File: src/rtl/ipi_pkg.sv
package ipi_pkg;
  localparam int unsigned DEST_W = 8;

  // Byte offsets that software relies on
  localparam logic [11:0] OFF_CMD_LO = 12'h300;
  localparam logic [11:0] OFF_CMD_HI = 12'h310;

  // Shorthand codes
  typedef enum logic [1:0] {
    SH_NONE   = 2'd0,
    SH_SELF   = 2'd1,
    SH_ALL    = 2'd2,
    SH_OTHERS = 2'd3
  } shorthand_e;

  typedef struct packed {
    logic [7:0]  vector;
    logic [2:0]  mode;
    logic        logical;
    logic        level;
    logic        trig;
    shorthand_e  sh;
  } cmd_t;

  // Unpack a low command word into its fields
  function automatic cmd_t decode_lo(input logic [31:0] w);
    cmd_t c;
    c.vector  = w[7:0];
    c.mode    = w[10:8];
    c.logical = w[11];
    c.level   = w[14];
    c.trig    = w[15];
    c.sh      = shorthand_e'(w[19:18]);
    return c;
  endfunction

  // Pack fields back into a low command word, with the busy flag at bit 12
  function automatic logic [31:0] encode_lo(input cmd_t c, input logic busy);
    return {12'h000, c.sh, 2'b00, c.trig, c.level, 1'b0, busy,
            c.logical, c.mode, c.vector};
  endfunction
endpackage

File: src/rtl/ipi_target_resolve.sv
module ipi_target_resolve
  import ipi_pkg::*;
#(
  parameter int unsigned NCORE = 8,
  localparam int unsigned SELW = (NCORE > 1) ? $clog2(NCORE) : 1
) (
  input  logic [DEST_W-1:0]       dest,
  input  logic                    logical,
  input  shorthand_e              sh,
  input  logic [SELW-1:0]         self_idx,
  input  logic [NCORE*DEST_W-1:0] core_pid,
  input  logic [NCORE*DEST_W-1:0] core_lid,
  output logic [NCORE-1:0]        mask
);
  for (genvar n = 0; n < NCORE; n++) begin : g_core
    logic [DEST_W-1:0] pid_n;
    logic [DEST_W-1:0] lid_n;
    logic              is_self;
    logic              hit_addr;
    assign pid_n    = core_pid[n*DEST_W +: DEST_W];
    assign lid_n    = core_lid[n*DEST_W +: DEST_W];
    assign is_self  = (self_idx == SELW'(n));
    assign hit_addr = logical ? |(lid_n & dest) : (pid_n == dest);

    always_comb begin
      unique case (sh)
        SH_NONE:   mask[n] = hit_addr;
        SH_SELF:   mask[n] = is_self;
        SH_ALL:    mask[n] = 1'b1;
        SH_OTHERS: mask[n] = ~is_self;
        default:   mask[n] = 1'b0;
      endcase
    end
  end
endmodule

File: src/rtl/ipi_cmd_regs.sv
module ipi_cmd_regs
  import ipi_pkg::*;
#(
  parameter int unsigned ADDRW = 12
) (
  input  logic              clk,
  input  logic              rst,
  input  logic              wr,
  input  logic [ADDRW-1:0]  addr,
  input  logic [31:0]       wdata,
  input  logic              busy,
  output logic              start,
  output cmd_t              cmd_w,
  output logic [DEST_W-1:0] dest_q,
  output logic [31:0]       rdata
);
  localparam logic [ADDRW-1:0] A_LO = ADDRW'(OFF_CMD_LO);
  localparam logic [ADDRW-1:0] A_HI = ADDRW'(OFF_CMD_HI);

  cmd_t cmd_q;
  logic hit_lo;
  logic hit_hi;
  logic unused_wbits;

  assign hit_lo       = wr && (addr == A_LO);
  assign hit_hi       = wr && (addr == A_HI);
  assign start        = hit_lo && !busy;
  assign cmd_w        = decode_lo(wdata);
  assign unused_wbits = ^{wdata[23:20], wdata[17:16], wdata[13:12]};

  always_ff @(posedge clk) begin
    if (rst) begin
      cmd_q  <= '0;
      dest_q <= '0;
    end else begin
      if (start)  cmd_q  <= cmd_w;
      if (hit_hi) dest_q <= wdata[31:24];
    end
  end

  always_ff @(posedge clk) begin
    if (rst) begin
      rdata <= '0;
    end else if (addr == A_LO) begin
      rdata <= encode_lo(cmd_q, busy);
    end else if (addr == A_HI) begin
      rdata <= {dest_q, 24'h000000};
    end else begin
      rdata <= '0;
    end
  end
endmodule

File: src/rtl/ipi_msg_out.sv
module ipi_msg_out
  import ipi_pkg::*;
#(
  parameter int unsigned NCORE = 8
) (
  input  logic             clk,
  input  logic             rst,
  input  logic             start,
  input  cmd_t             cmd,
  input  logic [NCORE-1:0] mask,
  input  logic             ready,
  output logic             valid,
  output logic [7:0]       vector,
  output logic [2:0]       mode,
  output logic             trig,
  output logic             level,
  output logic [NCORE-1:0] targets
);
  always_ff @(posedge clk) begin
    if (rst) begin
      valid   <= 1'b0;
      vector  <= '0;
      mode    <= '0;
      trig    <= 1'b0;
      level   <= 1'b0;
      targets <= '0;
    end else if (start) begin
      valid   <= 1'b1;
      vector  <= cmd.vector;
      mode    <= cmd.mode;
      trig    <= cmd.trig;
      level   <= cmd.level;
      targets <= mask;
    end else if (valid && ready) begin
      valid <= 1'b0;
    end
  end
endmodule

File: src/rtl/ipi_cmd_unit.sv
module ipi_cmd_unit
  import ipi_pkg::*;
#(
  parameter int unsigned NCORE = 8,
  parameter int unsigned ADDRW = 12,
  localparam int unsigned SELW = (NCORE > 1) ? $clog2(NCORE) : 1
) (
  input  logic                    clk,
  input  logic                    rst,
  input  logic                    reg_wr,
  input  logic [ADDRW-1:0]        reg_addr,
  input  logic [31:0]             reg_wdata,
  output logic [31:0]             reg_rdata,
  input  logic [NCORE*DEST_W-1:0] core_pid,
  input  logic [NCORE*DEST_W-1:0] core_lid,
  input  logic [SELW-1:0]         self_idx,
  output logic                    msg_valid,
  input  logic                    msg_ready,
  output logic [7:0]              msg_vector,
  output logic [2:0]              msg_mode,
  output logic                    msg_trig,
  output logic                    msg_level,
  output logic [NCORE-1:0]        msg_targets
);
  logic              start;
  cmd_t              cmd_w;
  logic [DEST_W-1:0] dest_q;
  logic [NCORE-1:0]  mask;

  ipi_cmd_regs #(.ADDRW(ADDRW)) u_regs (
    .clk   (clk),
    .rst   (rst),
    .wr    (reg_wr),
    .addr  (reg_addr),
    .wdata (reg_wdata),
    .busy  (msg_valid),
    .start (start),
    .cmd_w (cmd_w),
    .dest_q(dest_q),
    .rdata (reg_rdata)
  );

  ipi_target_resolve #(.NCORE(NCORE)) u_resolve (
    .dest    (dest_q),
    .logical (cmd_w.logical),
    .sh      (cmd_w.sh),
    .self_idx(self_idx),
    .core_pid(core_pid),
    .core_lid(core_lid),
    .mask    (mask)
  );

  ipi_msg_out #(.NCORE(NCORE)) u_out (
    .clk    (clk),
    .rst    (rst),
    .start  (start),
    .cmd    (cmd_w),
    .mask   (mask),
    .ready  (msg_ready),
    .valid  (msg_valid),
    .vector (msg_vector),
    .mode   (msg_mode),
    .trig   (msg_trig),
    .level  (msg_level),
    .targets(msg_targets)
  );
endmodule

File: config.mk
export PLATFORM = sky130hd
export DESIGN_NAME = ipi_cmd_unit
export DESIGN_NICKNAME = d
export VERILOG_FILES = /design/src/rtl/ipi_pkg.sv /design/src/rtl/ipi_target_resolve.sv /design/src/rtl/ipi_cmd_regs.sv /design/src/rtl/ipi_msg_out.sv /design/src/rtl/ipi_cmd_unit.sv
export SDC_FILE = /design/constraint.sdc
export NUM_CORES = 1
export LEC_CHECK = 0
export BUFFER_PORTS_ARGS = -buffer_cell sky130_fd_sc_hd__buf_2
export CORE_ASPECT_RATIO = 1.25
export CORE_MARGIN = 5
export CORE_UTILIZATION = 46
export DETAILED_ROUTE_END_ITERATION = 10
export PLACE_DENSITY = 0.89
export REMOVE_ABC_BUFFERS = 1
export SLEW_MARGIN = 40
export SYNTH_ARGS = -nofsm -noshare
export SYNTH_HDL_FRONTEND = slang
export SYNTH_HIERARCHICAL = 1
export SYNTH_SLANG_ARGS = --single-unit
File: constraint.sdc
create_clock -name clk -period 2.25 [get_ports clk]
set_input_delay 0.225 -clock clk [delete_from_list [all_inputs] [get_ports clk]]
set_output_delay 0.225 -clock clk [all_outputs]
set_load 0.1 [all_outputs]
* After elaboration in Yosys (flattened, before gate mapping)
Index checks and enable logic that the tools add are counted.
Storage, ports and cells: latch bits 0, register bits 65, memories kept 0, RAM bits 0, bits in read-only memories 0, input port bits 179, word-level logic and storage cells 86
Operators by class: divide/modulo/power cells 0, shift operators 0, muxes and demuxes 19, order comparisons 0, multipliers 0, reductions and logical operators 18, bitwise operators 17, equal/unequal tests 20, add/subtract/negate cells 0
Operator list (number):
- $and A8 B8 Y8 | 8
- $eq A8 B8 Y1 | 8
- $reduce_or A8 Y1 | 8
- $pmux W1 S4 | 8
- $eq A12 B10 Y1 const B | 2
- $mux W20 | 1
- $eq A3 B3 Y1 const B | 4
- $mux W1 | 10
- $not A1 Y1 | 9
- $eq A3 B2 Y1 const B | 2
- $eq A2 B2 Y1 const B | 2
- $logic_and A1 B1 Y1 | 4
- $eq A3 B1 Y1 const B | 1
- $logic_not A3 Y1 | 1
- $reduce_or A3 Y1 | 1
- $eq A2 B1 Y1 const B | 1
- $logic_not A2 Y1 | 1
- $reduce_bool A2 Y1 | 1
- $reduce_or A2 Y1 | 1
- $logic_not A1 Y1 | 1

* Longest topological paths before layout
Gate-level depths: netlist of run 1.
depth in word-level cells 4, gate-level depth with buffers 9, gate-level depth less buffers 6

* Hierarchy
Netlist of run 1, hierarchy kept.
By module, submodules not included:
- ipi_cmd_regs | seq. area each 980.9 sq um, times used 1, area an instance 2103.3 sq um, cells an instance 195
- ipi_target_resolve | seq. area each 0.0 sq um, times used 1, area an instance 1501.4 sq um, cells an instance 178
- ipi_msg_out | seq. area each 440.4 sq um, times used 1, area an instance 804.5 sq um, cells an instance 72

* Worst setup path after synthesis of run 1
OpenSTA, ideal clock, no wires.
path type register to register, start point register u_out.valid, end point register u_out.targets[4], clock period less this slack 2.119 ns, cell stages (with the launch flop) 10, path buffers 4, required time 2.122 ns, library setup time 0.128 ns, setup slack 0.131 ns, arrival time 1.991 ns, cells stage by stage dfxtp_1 -> nor3b_1 -> nand4_2 -> buf_6 -> buf_12 -> inv_1 -> buf_6 -> buf_12 -> mux2i_1 -> nor2_1
On the way: cells in the longest elaborated chain, start to end 2
Ends and longest elaborated chain:
- from (decl) | RTL line ipi_msg_out.sv:12 | output logic valid,
- from (signal assigned) | RTL line ipi_msg_out.sv:21 | valid <= 1'b0;
- from (signal assigned) | RTL line ipi_msg_out.sv:28 | valid <= 1'b1;
- from (signal assigned) | RTL line ipi_msg_out.sv:35 | valid <= 1'b0;
- $logic_not A1 Y1 | RTL line ipi_cmd_regs.sv:27 | assign start = hit_lo && !busy;
- $logic_and A1 B1 Y1 | RTL line ipi_cmd_regs.sv:27
- named net start | RTL line ipi_cmd_unit.sv:25 | logic start;
- to (signal assigned) | RTL line ipi_msg_out.sv:33 | targets <= mask;
- to (decl) | RTL line ipi_msg_out.sv:17 | output logic [NCORE-1:0] targets
The timed path passes the listed nets, and every way through them passes these cells. A chain may end at the register's enable or synchronous reset.

* Worst setup path in the final report of run 1
start point register u_regs.dest_q[2], end point register u_out.targets[6]
On the way: cells in the longest elaborated chain, start to end 4, elaborated cells on any way between the ends 5, those cells by class eq/ne (1); mux (2); bitwise (1); reduce/logical (1)
Ends and longest elaborated chain:
- from (decl) | RTL line ipi_cmd_regs.sv:14 | output logic [DEST_W-1:0] dest_q,
- from (signal assigned) | RTL line ipi_cmd_regs.sv:37 | if (hit_hi) dest_q <= wdata[31:24];
- $and A8 B8 Y8 | RTL line ipi_target_resolve.sv:23 | assign hit_addr = logical ? |(lid_n & dest) : (pid_n == dest);
- $reduce_or A8 Y1 | RTL line ipi_target_resolve.sv:23
- $mux W1 * | RTL line ipi_target_resolve.sv:23
- $pmux W1 S4 * | RTL line ipi_target_resolve.sv:26 | unique case (sh)
- named net mask[6] | RTL line ipi_cmd_unit.sv:28 | logic [NCORE-1:0] mask;
Mark *: on every way through the listed nets, which the timed path passes. The rest lies on a longest branch.

==> results list, run 1 <==
- The worst register-to-register path has a depth of 7.
- For the finished layout, the period the worst path requires is 1.98 ns.
* Global-route congestion overflow total: 0
- Layout cell share with drive strength beyond 1: 0.416
- The detail route stage leaves a number of antenna-violating nets equal to 0.
- The detailed router finished its first iteration with 184 violations.
- Proportion of register bits with asynchronous set or reset after synthesis: 0
- Synthesis produced a netlist whose cell count is 445.
* Placed Instance Area: 0.00528 mm²
* Post-Place Worst Slack: 0.310 ns
- The count of pins over their slew limit was 0.
- In this run the core area contains 40 standard-cell rows.
- No sink is reached through more buffers than the 2 on the longest clock path.
- Root buf cell: sky130_fd_sc_hd__clkbuf_16
- Entering global routing, the biggest net connects 48 pins.
- Result of the run: completed
- In this run, synthesis inferred 0 flip-flops with an integrated enable.
- Wire length reported by the detailed router: 13.4 mm
- CTS resizes: 0
* Library cell occupying the most area in the post-synthesis netlist: sky130_fd_sc_hd__dfxtp_1
- In this run the critical register-to-register path is launched from u_regs/dest_q[2].
- At the worst endpoint, the arrival time is 2.17 ns.
- Effective utilization at floorplan: 0.464
- Kind of path behind the tightest hold check: in -> reg
- Summed over all cells, the static leakage comes to 2.67 nW.
- Worst Max-Slew Pin Slew: 0.719 ns
- In the post-synthesis netlist, the cell with the most instances is sky130_fd_sc_hd__dfxtp_1.
- The number of hold violations in the final report came to 0.
- Worst hold path stage count: 3
* Overall global routing resource usage: 0.219
- Final nets: between 800 and 900
- Wirelength per Cell: ~18 µm
* Number of buffers inserted to repair setup after CTS: 0
- In this run the number of H-tree levels came out at 3.
- In this run the power density over the cells is 529 mW/mm².
- Of the post-synthesis cell area, the dominant cell type holds 0.322.
- Yosys printed 6 warnings.
* Cell types with the highest counts after synthesis: 71 x sky130_fd_sc_hd__dfxtp_1, 59 x sky130_fd_sc_hd__xor2_1, 49 x sky130_fd_sc_hd__nand2b_1
* Worst R2R Setup Slack: 0.27 ns
- The critical path goes through buf_4, xor2_1, nor4_2, a41oi_1, a22oi_1, mux2i_1, nor2_1.
* Ratio of routed vias to standard cells: around 5.2
- Placeable core area: 0.00951 mm²
* Residual DRC count: 0
- Among all stages on the critical path, the largest delay is contributed by sky130_fd_sc_hd__dfxtp_1.
* Timing endpoint of the critical path: u_out/targets[6]
- The first global-routing pass estimated 20.3 mm of wire.
- Count of buffer and inverter cells on the critical path: 1
- The number of antenna violations at the first check in global routing came to 2.
- Endpoint class of the critical path: flip-flop
- Number of register bits inferred by synthesis: 71
- Final worst path period share: 0.879
- Clock transition at the register clock pins on the worst setup and hold paths after CTS: ~0.050 ns
- Chip Height: around 120 µm
- STA classifies the critical path startpoint as a flip-flop.
- Count of endpoints failing setup in the final report: 0
- The worst path meets setup with 0.273 ns of slack.
- Primary FF master, synth: sky130_fd_sc_hd__dfxtp_1
* Via count of the first global-routing pass: 4200
- Die ar.: 0.0117 mm²
* Boundary Pins: approximately 230
- Horizontal die dimension: just under 100 µm
- For this design, the sink count on the clock tree is 71.
- TritonCTS created 9 clock buffers.
* Unrepaired setup endpoints after global routing: false
- Measured against its own limit, the worst slew margin works out to 0.520.
* TritonCTS clock tree: built
- Capture instance of the worst register-to-register path: u_out/targets[6]
- Detailed Routing Iterations Pass 1: 4
- Final hold analysis gives a worst-case slack of between 0.15 and 0.2 ns.
* # port buffers: ~220
- Cell class contributing the biggest share of worst-path delay: flip-flops
- Once layout is complete, the cells apart from fillers number 763.
- STA puts the critical path data required time at 2.45 ns.
- Clock insertion delay at the later pin of the skew report: between 0.3 and 0.4 ns
* Netlist area before placement: 0.00441 mm²
* Via count: 4004
- Across the run, the number of max-cap violations was 0.
* Final setup TNS: 0 ns
- Final worst clock skew: 0.00442 ns
- Critical Path Source: u_regs/dest_q[2]
- Seq/Total Area, Yosys: 0.322
* Largest voltage drop on the vdd net: between 0.0003 and 0.0004 V
- Area contributors post-synth: sky130_fd_sc_hd__dfxtp_1 32%, sky130_fd_sc_hd__xor2_1 12%, sky130_fd_sc_hd__mux2i_1 10%
* Type of the setup path with the least slack: reg -> reg
- Along the worst path, the maximum fanout reaches 13.
- After routing the design area is 0.00556 mm².
- Placer's final routability congestion estimate: 0.903
* F_max: 506 MHz
* Count of filler cells inserted in the layout: 815
- From synthesis to final layout, the design area changed by 26.1%.
- Logic depth of the worst setup path including buffers: 7
- Average instance area after synthesis: 9.91 µm²
- Including well taps, the total number of placed cells is 747.
* Antenna diodes: 0
* Post-detail-place hpwl: 10.4 mm
* Post-synth cell types: 32
- Cts-stage hold buffer count: 0
- CP peak stage delay: 0.74 ns
[worst reg2reg max path: stages, from the launching register on]
cell and delay (ns):
sky130_fd_sc_hd__dfxtp_1 0.74, sky130_fd_sc_hd__buf_4 0.29, sky130_fd_sc_hd__xor2_1 0.23, sky130_fd_sc_hd__nor4_2 0.08, sky130_fd_sc_hd__a41oi_1 0.21, sky130_fd_sc_hd__a22oi_1 0.09, sky130_fd_sc_hd__mux2i_1 0.16, sky130_fd_sc_hd__nor2_1 0.05
[per-stage QoR]
| stage | util | total power [mW] |
|---|---|---|
| floorplan | - | 1.45 |
| global placement | 0.555 | 1.66 |
| detailed placement | 0.555 | 1.67 |
| CTS | 0.584 | 2.98 |
| global route | 0.585 | 3.07 |
| finish | 0.585 | 2.94 |
[power breakdown]
part / switching [mW] / internal, mW
Clock: 0.492 / 0.802
Combinational: 0.211 / 0.177
Sequential: 0.0000756 / 1.26
[metal layers]
layer	GRT usage	share of wire
met1	0.231	0.36
met5	0	0.0019
met2	0.405	0.53
met4	0.0926	0.023
met3	0.0562	0.084
[flip-flops by register name (all words and copies together) (netlist names)]
signal	count
u_regs/rdata	25
u_regs/cmd_q	16
u_out/targets	8
u_out/vector	8
u_regs/dest_q	8
u_out/mode	3
u_out/level	1
u_out/trig	1
u_out/valid	1
[worst min-delay path by stage]
stage / from / end
2_1_floorplan: rst / u_out/valid
5_1_grt: reg_wdata[2] / u_out/vector[2]
4_1_cts: reg_wdata[9] / u_out/mode[1]
3_5_place_dp: u_regs/cmd_q[1] / u_regs/cmd_q[1]
3_3_place_gp: u_regs/cmd_q[11] / u_regs/cmd_q[11]
6_report: reg_wdata[2] / u_out/vector[2]
[cell usage in the layout, fill, tap and decap left out]
cell type,count
sky130_fd_sc_hd__and4_1,25
sky130_fd_sc_hd__xnor2_1,13
sky130_fd_sc_hd__conb_1,7
sky130_fd_sc_hd__buf_4,15
sky130_fd_sc_hd__nor3_1,3
sky130_fd_sc_hd__mux2i_1,45
sky130_fd_sc_hd__a22oi_1,40
sky130_fd_sc_hd__and3_1,1
sky130_fd_sc_hd__nor3_2,7
sky130_fd_sc_hd__nor2_2,1
sky130_fd_sc_hd__a21oi_1,1
sky130_fd_sc_hd__nor3b_1,4
sky130_fd_sc_hd__xor2_1,59
sky130_fd_sc_hd__clkbuf_8,2
sky130_fd_sc_hd__nand3b_1,1
sky130_fd_sc_hd__clkbuf_1,2
sky130_fd_sc_hd__dfxtp_1,71
sky130_fd_sc_hd__nand2_1,3
sky130_fd_sc_hd__nand4_2,1
sky130_fd_sc_hd__and4bb_4,1
sky130_fd_sc_hd__nand2b_1,49
sky130_fd_sc_hd__nor4_4,1
sky130_fd_sc_hd__buf_2,217
sky130_fd_sc_hd__clkbuf_16,9
sky130_fd_sc_hd__inv_1,3
sky130_fd_sc_hd__clkinv_2,2
sky130_fd_sc_hd__nand3_1,1
sky130_fd_sc_hd__a41oi_1,16
sky130_fd_sc_hd__nor2_1,25
sky130_fd_sc_hd__clkinvlp_4,1
sky130_fd_sc_hd__nor2b_1,1
sky130_fd_sc_hd__and2_1,2
sky130_fd_sc_hd__nor4_2,8
[area by class of cell]
cell class,count,area [µm²],area share
Tap cell,126,158,0.0284
Clock buffer,13,260,0.0468
Inverter,3,11.3,0.00203
Multi-Input combinational cell,315,2490,0.448
Clock inverter,3,17.5,0.00315
Timing Repair Buffer,232,1200,0.216
Sequential cell,71,1420,0.256
[cell families after synthesis]
group,after synthesis,synth area share
AO/OA/AOI/OAI,57,0.101
XOR/XNOR,72,0.143
buffers and inverters,65,0.118
flip-flops,71,0.322
multiplexers,45,0.102
other,1,0.000850
AND/OR/NAND/NOR,134,0.213
No activity file was read; power rests on OpenSTA's default activity.
==> run 2: changes to the inputs <==
==> config.mk (replaced) <==
export PLATFORM = sky130hd
export DESIGN_NAME = ipi_cmd_unit
export DESIGN_NICKNAME = d
export VERILOG_FILES = /design/src/rtl/ipi_pkg.sv /design/src/rtl/ipi_target_resolve.sv /design/src/rtl/ipi_cmd_regs.sv /design/src/rtl/ipi_msg_out.sv /design/src/rtl/ipi_cmd_unit.sv
export SDC_FILE = /design/constraint.sdc
export NUM_CORES = 1
export LEC_CHECK = 0
export CORE_AREA = 5 5 86 88
export DETAILED_ROUTE_END_ITERATION = 10
export DIE_AREA = 0 0 91 93
export DONT_BUFFER_PORTS = 1
export PLACE_DENSITY = 0.74
export REMOVE_ABC_BUFFERS = 1
export SLEW_MARGIN = 40
export SYNTH_ARGS = -nofsm -noshare
export SYNTH_HDL_FRONTEND = slang
export SYNTH_SLANG_ARGS = --single-unit
==> run 2 against run 1 <==
Net effect: non-clock buffer count down 168; sequential share of layout area up 4.0 points; setup slack better by 0.022 ns; final cell count down 35%; global-route usage up 1.5 points; wire length down 23%; first-iteration DRC count down 9.8%; area after synthesis down 24%; total power down 21%; design area down 29%; fmax up 1.1%; largest cell class unchanged; largest power group unchanged.
==> results list, run 2 <==
- The share of the clock period used by the worst path after layout was 0.869 (-0.00983).
- Finished Cell Area: 0.00393 mm² (-29%)
* # port buffers: 0 (-100%)
- Largest voltage drop on the vdd net: 0.000578 V (+49%)
* Most common cell after layout, fill and taps aside: sky130_fd_sc_hd__buf_4
- Arrival time of the worst setup path: 2.15 ns (-0.02 ns)
- Power density cells: 591 mW/mm² (+12%)
* Maximum number of pins on one net before global-route repair: 26 (-46%)
- The number of top-level pins came to 233 (unchanged).
- The number of gates resized after cts is 0 (unchanged).
- Count of flip-flops with a built-in enable after synthesis: 0 (unchanged)
- Type of the setup path with the least slack: reg -> reg
- Detailed Routing Iterations Pass 1: 4 (unchanged)
- The count of warnings emitted by yosys is 0 (-6).
* Unrepaired setup endpoints after global routing: false
- Synthesis-to-finish area growth: 17.6%
- The number of inserted filler cells in the final layout was 560 (-31%).
- Number of register bits inferred by synthesis: 58 (-18%)
- The total global routing track utilization came to 0.233 (+0.0148).
- The number of flip-flops in the largest register came to 25 (unchanged).
- Initial antenna violation count: 0 (-2)
- The pin slew with the least headroom to its limit was 0.788 ns (+0.0683 ns).
* Clock buffer count from CTS: 9 (unchanged)
* Placer's final routability congestion estimate: 0.913 (+1.1%)
- The min-delay analysis places its worst path in the category in -> reg.
- The number of hold violations in the final report was 0 (unchanged).
* Result of the run: completed
- Final nets: 592 (-27%)
- Effective utilization at floorplan: 0.509 (+0.0453)
- Total leakage power: 1.61 nW (-40%)
* Post-detail-place hpwl: 8.00 mm (-23%)
- Largest driver fanout on the critical path: 17 (+4)
- Residual DRC count: 0 (unchanged)
* Yosys top cell area share: 0.347 (+0.0249)
- The number of maximum-capacitance violations came to 0 (unchanged).
* Max-Slew Margin vs Limit: 0.474 (-0.0463)
* Chip Height: 93 µm (-22%)
* Clock insertion delay at the later pin of the skew report: 0.33 ns (about the same)
- Average instance area after synthesis: 8.82 µm² (-11%)
* Cts-stage hold buffer count: 1 (+1)
- The combined area of all synthesized cells came to 0.00334 mm² (-24%).
* Root buf cell: sky130_fd_sc_hd__clkbuf_8
* Ratio of routed vias to standard cells: 5.97 (+14%)
- Post-Place Worst Slack: 0.188 ns (-0.123 ns)
- The fraction of synthesis flops using an asynchronous set or reset pin was 0 (unchanged).
* TritonCTS clock tree: built
- The number of failing setup endpoints in the final timing report was 0 (unchanged).
* F_max: 512 MHz (+1.1%)
- Remaining number of nets flagged by the antenna check after routing: 0 (unchanged)
* Post-synth cell types: 35 (+9.4%)
- Wire length reported by the detailed router: 10.4 mm (-23%)
- The number of instances in the synthesized netlist came to 379 (-15%).
- The die extent in x was 91 µm (-6.7%).
- The commonest cells after synthesis are 58 x sky130_fd_sc_hd__dfxtp_1, 52 x sky130_fd_sc_hd__xor2_1, 33 x sky130_fd_sc_hd__nand2_1.
* Endpoint class of the critical path: flip-flop
- By instance count, the leading cell after synthesis is sky130_fd_sc_hd__dfxtp_1.
- Sorting the synthesized cells by area gives the leading types as sky130_fd_sc_hd__dfxtp_1 35%, sky130_fd_sc_hd__xor2_1 14%, sky130_fd_sc_hd__a22oi_1 7.2%.
- The H-tree depth came to 3 (unchanged).
- The post-route clock skew is 0.00779 ns (+0.00337 ns).
- Placed Instance Area: 0.00368 mm² (-30%)
* Max clock buf depth: 2 (unchanged)
- Minimum setup slack in the final design: 0.295 ns (+0.0221 ns)
- Seq/Total Area, Yosys: 0.347 (+0.0249)
* Req. time, crit path: 2.45 ns (about the same)
* Final Max Slew Viols: 0 (unchanged)
- Minimum clock period: 1.95 ns (-0.0221 ns)
- Placement Rows: 30 (-25%)
- The CTS clock-pin slew for the worst setup and hold paths was 0.07 ns (+0.02 ns).
- Global-route congestion overflow total: 0 (unchanged)
- Clock net sink count: 58 (-18%)
- Die ar.: 0.00846 mm² (-27%)
- Via count of the first global-routing pass: 3144 (-25%)
* Number of buffers inserted to repair setup after CTS: 0 (unchanged)
- The initial DRC count is 166 (-9.8%).
- Via count: 2975 (-26%)
- Critical path startpoint category: flip-flop
- More flip-flops sit in one register than any other, and that register is u_regs.rdata.
- Global-route wire length before repair: 15.8 mm (-22%)
- Summed over all instances, the cell type with the most area after synthesis is sky130_fd_sc_hd__dfxtp_1.
* Final setup TNS: 0 ns (unchanged)
- Antenna diodes: 0 (unchanged)
* Layout cell share with drive strength beyond 1: 0.211 (-0.205)
- Commonest cells after routing, fill and taps aside: 63 x sky130_fd_sc_hd__buf_4, 58 x sky130_fd_sc_hd__dfxtp_1, 52 x sky130_fd_sc_hd__xor2_1
* Wirelength per Cell: 20.9 µm (+18%)
- Primary FF master, synth: sky130_fd_sc_hd__dfxtp_1
- The core outline area is 0.00657 mm² (-31%).
[run 2: logic make-up after synthesis]
family	after synthesis	synth area share
muxes	8	0.0240
and+or+nand+nor	120	0.211
other	1	0.00112
DFF	58	0.347
xor gates and xnor gates	72	0.189
buffers and inverters	47	0.0767
AOI/OAI and AO/OA	73	0.151
[run 2: power breakdown]
group	leakage, nW	total, mW	switching [mW]	internal [mW]
sequential	0.467	1.03	0.000114	1.03
combinational	1.03	0.147	0.0952	0.0514
clock	0.117	1.15	0.410	0.740
total	1.61	2.32	0.506	1.82
[run 2: final timing paths]
kind,start,endpoint,slack [ns],cells past startpoint
worst max-delay path,u_out.valid,u_out.vector[5],0.30,4
worst min-delay path,reg_wdata[0],u_out.vector[0],0.04,2
worst min register to register,u_regs.cmd_q[1],u_regs.cmd_q[1],0.45,2
worst max register to register,u_out.valid,u_out.vector[5],0.30,4
[run 2: critical path, stage by stage (launching register included)]
cell,delay (ns)
sky130_fd_sc_hd__dfxtp_1,0.31
sky130_fd_sc_hd__or3b_2,0.51
sky130_fd_sc_hd__or4_1,0.73
sky130_fd_sc_hd__nand2_1,0.19
sky130_fd_sc_hd__a21oi_1,0.08
[run 2: routing by layer]
metal	GRT usage	routed length, µm	vias to the layer above
met5	0	0	-
met4	0.0929	253	0
met3	0.0660	1020	25
met2	0.412	5360	194
met1	0.264	3750	1380
li1	-	-	1376
[run 2: cell type report]
cell class              instances  area [µm²]  share of cell area
multi-input cells             280        1950               0.496
clock inverters                 6         115              0.0293
repair buffers                 64         478               0.122
well taps                      80         100              0.0255
clock buffers                  10         128              0.0325
flip-flops and latches         58        1160               0.295
[run 2: through the flow]
| step | hold slack, ns | std cells | total power, mW | utilization |
|---|---|---|---|---|
| 2_1_floorplan | 0.294 | 338 | 1.18 | - |
| 3_3_place_gp | 0.299 | 481 | 1.19 | 0.561 |
| 3_5_place_dp | 0.301 | 481 | 1.19 | 0.561 |
| 4_1_cts | 0.0225 | 498 | 2.34 | 0.599 |
| 5_1_grt | 0.0225 | 498 | 2.40 | 0.598 |
| 6_report | 0.0355 | 498 | 2.32 | 0.598 |
==> run 3: changes to the inputs <==
--- a/config.mk
+++ b/config.mk
@@ -5,11 +5,12 @@
 export SDC_FILE = /design/constraint.sdc
 export NUM_CORES = 1
 export LEC_CHECK = 0
-export CORE_AREA = 5 5 86 88
+export CORE_ASPECT_RATIO = 1.25
+export CORE_MARGIN = 5
+export CORE_UTILIZATION = 40
 export DETAILED_ROUTE_END_ITERATION = 10
-export DIE_AREA = 0 0 91 93
 export DONT_BUFFER_PORTS = 1
-export PLACE_DENSITY = 0.74
+export PLACE_DENSITY = 0.61
 export REMOVE_ABC_BUFFERS = 1
 export SLEW_MARGIN = 40
 export SYNTH_ARGS = -nofsm -noshare
==> run 3 against run 2 <==
Net effect: wire length grew 1.7%; utilization down 13 points; final cell count increased by 2.8%; non-clock buffer count down 1; critical path type unchanged; via count fell by 2.0%; die area up 22%; sequential cell count did not move.
==> results list, run 3 (synthesis results as in run 2) <==
* Clock transition at the register clock pins on the worst setup and hold paths after CTS: 0.06 ns (about the same)
* Clock net sink count: 58 (unchanged)
* Worst Min Path Start: reg_wdata[10]
* Clock buffer count from CTS: 9 (unchanged)
* Switch Pwr: 0.472 mW (-6.6%)
* Type of the setup path with the least slack: reg -> reg
* Via count of the first global-routing pass: 3033 (-3.5%)
- STA classifies the critical path endpoint as a flip-flop.
- The final critical-path required period came to 1.72 ns (-0.234 ns).
- Initial antenna violation count: 0 (unchanged)
- Number of buffers inserted to repair setup after CTS: 0 (unchanged)
- The number of optimization iterations in the first detailed-route pass came to 4 (unchanged).
- Critical path startpoint category: flip-flop
* Worst hold path stage count: 2 (unchanged)
* Maximum number of pins on one net before global-route repair: 26 (unchanged)
- Wire length reported by the detailed router: 10.6 mm (+1.7%)
* Ratio of routed vias to standard cells: 5.69 (-4.7%)
- The die extent in x came to 91.8 µm (+0.85%).
- The highest attainable clock frequency was 581 MHz (+14%).
- The fraction of final layout cells with drive strength greater than 1 came to 0.205 (-0.00571).
* # port buffers: 0 (unchanged)
- Setup repair after global routing left no endpoint under its margin.
* Cells on worst reg2reg path: 5 (+1)
- Count of endpoints failing setup in the final report: 0 (unchanged)
* Clock power share: 0.402 (-0.093)
* Clock insertion delay at the later pin of the skew report: 0.33 ns (about the same)
* Post-detail-place hpwl: 8.02 mm (+0.20%)
* Arrival time of the worst setup path: 1.91 ns (-0.24 ns)
- Most common cell after layout, fill and taps aside: sky130_fd_sc_hd__buf_4
- The worst slack at placement is 0.388 ns (+0.201 ns).
* Global-route congestion overflow total: 0 (unchanged)
- Remaining number of nets flagged by the antenna check after routing: 0 (unchanged)
- Among all stages on the critical path, the largest delay is contributed by sky130_fd_sc_hd__or3b_2.
* Via count: 2915 (-2.0%)
- The areal power density over the cells was 509 mW/mm² (-14%).
- Minimum setup slack in the final design: 0.530 ns (+0.234 ns)
- Final worst clock skew: 0.00549 ns (-0.00229 ns)
* Final setup TNS: 0 ns (unchanged)
* Fraction of power spent switching nets: 0.241 (+0.0229)
- Result of the run: completed
- Effective utilization at floorplan: 0.408 (-0.101)
- Largest driver fanout on the critical path: 17 (unchanged)
* CP peak stage delay: 0.52 ns (-0.21 ns)
- Placement Rows: 37 (+23%)
- Residual DRC count: 0 (unchanged)
- The static leakage power is 1.57 nW (-2.6%).
* Capture instance of the worst register-to-register path: u_out.vector[7]
- TritonCTS clock tree: built
- CTS resizes: 0 (unchanged)
- The number of buffers on the longest clock path is 2 (unchanged).
- The total chip power came to 1.96 mW (-15%).
* Count of endpoints failing hold in the final timing report: 0 (unchanged)
- The H-tree depth is 3 (unchanged).
- The area used by multi-input combinational logic is 0.00195 mm² (unchanged).
- Detailed Route Iter0 Violations: 100 (-40%)
* Final worst path period share: 0.765 (-0.104)
* Final Max Slew Viols: 0 (unchanged)
* Worst Max-Slew Pin Slew: 0.782 ns (-0.00608 ns)
- Final nets: 591 (-0.17%)
* Maximum capacitance violations: 0 (unchanged)
* Synthesis-to-finish area growth: 15.5%
* Kind of path behind the tightest hold check: in -> reg
* Die ar.: 0.0103 mm² (+22%)
- The relative slew slack was 0.478 (+0.00406).
- The final weighted congestion in routability-driven placement came to 0.803 (-12%).
* Count of filler cells inserted in the layout: 784 (+40%)
* Boundary Pins: 233 (unchanged)
- Seq. cell area: 0.00116 mm² (unchanged)
- Placeable core area: 0.00819 mm² (+25%)
* Commonest cells after routing, fill and taps aside: 62 x sky130_fd_sc_hd__buf_4, 58 x sky130_fd_sc_hd__dfxtp_1, 52 x sky130_fd_sc_hd__xor2_1
- The power share of the sequential group is 0.523 (+0.081).
- Root buf cell: sky130_fd_sc_hd__clkbuf_8
- Max reg flops: 25 (unchanged)
- Ordered list of cells on the worst path: or3b_2, or4_1, buf_4, nand2_1, a21oi_1
* Largest voltage drop on the vdd net: 0.000222 V (-62%)
* Internal power consumption: 1.49 mW (-18%)
- The routed length per instance was 20.6 µm (-1.1%).
- The register-to-register path setup slack was 0.53 ns (+0.23 ns).
- Largest register by flop count: u_regs.rdata
- Antenna diodes: 0 (unchanged)
- The global-route wire length before repair was 15.9 mm (+0.66%).
* Chip Height: 112 µm (+21%)
- WHS Endpoint: u_out.mode[2]
- The share of power burned in combinational logic was 0.075 (+0.012).
* Start of the worst register-to-register path: u_out.valid
- Overall global routing resource usage: 0.199 (-0.0347)
- Req. time, crit path: 2.44 ns (about the same)
-- run 3: cell types whose count changed in the layout (fill, tap and decap cells not counted) --
| cell | delta |
|---|---|
| sky130_fd_sc_hd__clkinv_2 | +2 |
| sky130_fd_sc_hd__clkinv_4 | -2 |
| sky130_fd_sc_hd__bufinv_16 | -3 |
| sky130_fd_sc_hd__clkbuf_8 | +1 |
| sky130_fd_sc_hd__buf_4 | -1 |
-- run 3: layout make-up --
class	count	share of cell area
clock inverter	3	0.00454
multi-input combinational	280	0.505
sequential	58	0.301
clock buffer	11	0.0366
tap	97	0.0314
timing repair buffer	63	0.122
-- run 3: timing repair --
item,in CTS,in global routing
endpoints found under the setup margin,0,0
hold buffers,1,0
endpoints found under the hold margin,25,0
-- run 3: critical path: cells and delay by family (launching register included) --
family	cells	cell delay (ns)
AND/OR/NAND/NOR	3	1.01
flip-flops	1	0.31
buffers and inverters	1	0.21
AO/OA/AOI/OAI	1	0.06
-- run 3: through the flow --
step | util | instances | hold slack, ns | instance area (µm²)
floorplan | - | 338 | 0.294 | 3110
global placement | 0.451 | 497 | 0.301 | 3700
detailed placement | 0.451 | 497 | 0.304 | 3700
CTS | 0.472 | 512 | 0.0135 | 3860
global route | 0.471 | 512 | 0.0249 | 3860
finish | 0.471 | 512 | 0.0293 | 3860
-- run 3: worst max-delay path by stage --
stage | slack (ns) | endpoint | depth (start not counted) | startpoint
finish | 0.53 | u_out.vector[7] | 5 | u_out.valid
global route | 0.40 | u_out.targets[4] | 4 | u_regs.dest_q[2]
CTS | 0.49 | u_out.trig | 5 | u_out.valid
detailed placement | 0.39 | u_regs.rdata[30] | 4 | reg_addr[5]
global placement | 0.42 | u_regs.rdata[30] | 4 | reg_addr[5]
floorplan | 0.02 | u_out.targets[0] | 4 | u_out.valid
-- run 3: power by group through the flow --
stage                     Combinational (mW)  Clock, mW  Sequential (mW)
after floorplan                        0.126          0             1.05
after global placement                 0.137          0             1.05
after detailed placement               0.139          0             1.05
after CTS                              0.149      0.820             1.03
after global routing                   0.156      0.863             1.03
final                                  0.147      0.790             1.03
-- run 3: metal layers --
layer  up-vias  GRT usage  part of all wire
li1       1368          -                 -
met1      1353      0.211              0.35
met2       171      0.357              0.51
met3        23     0.0630              0.10
met4         0     0.0872             0.032
met5         -          0                 0
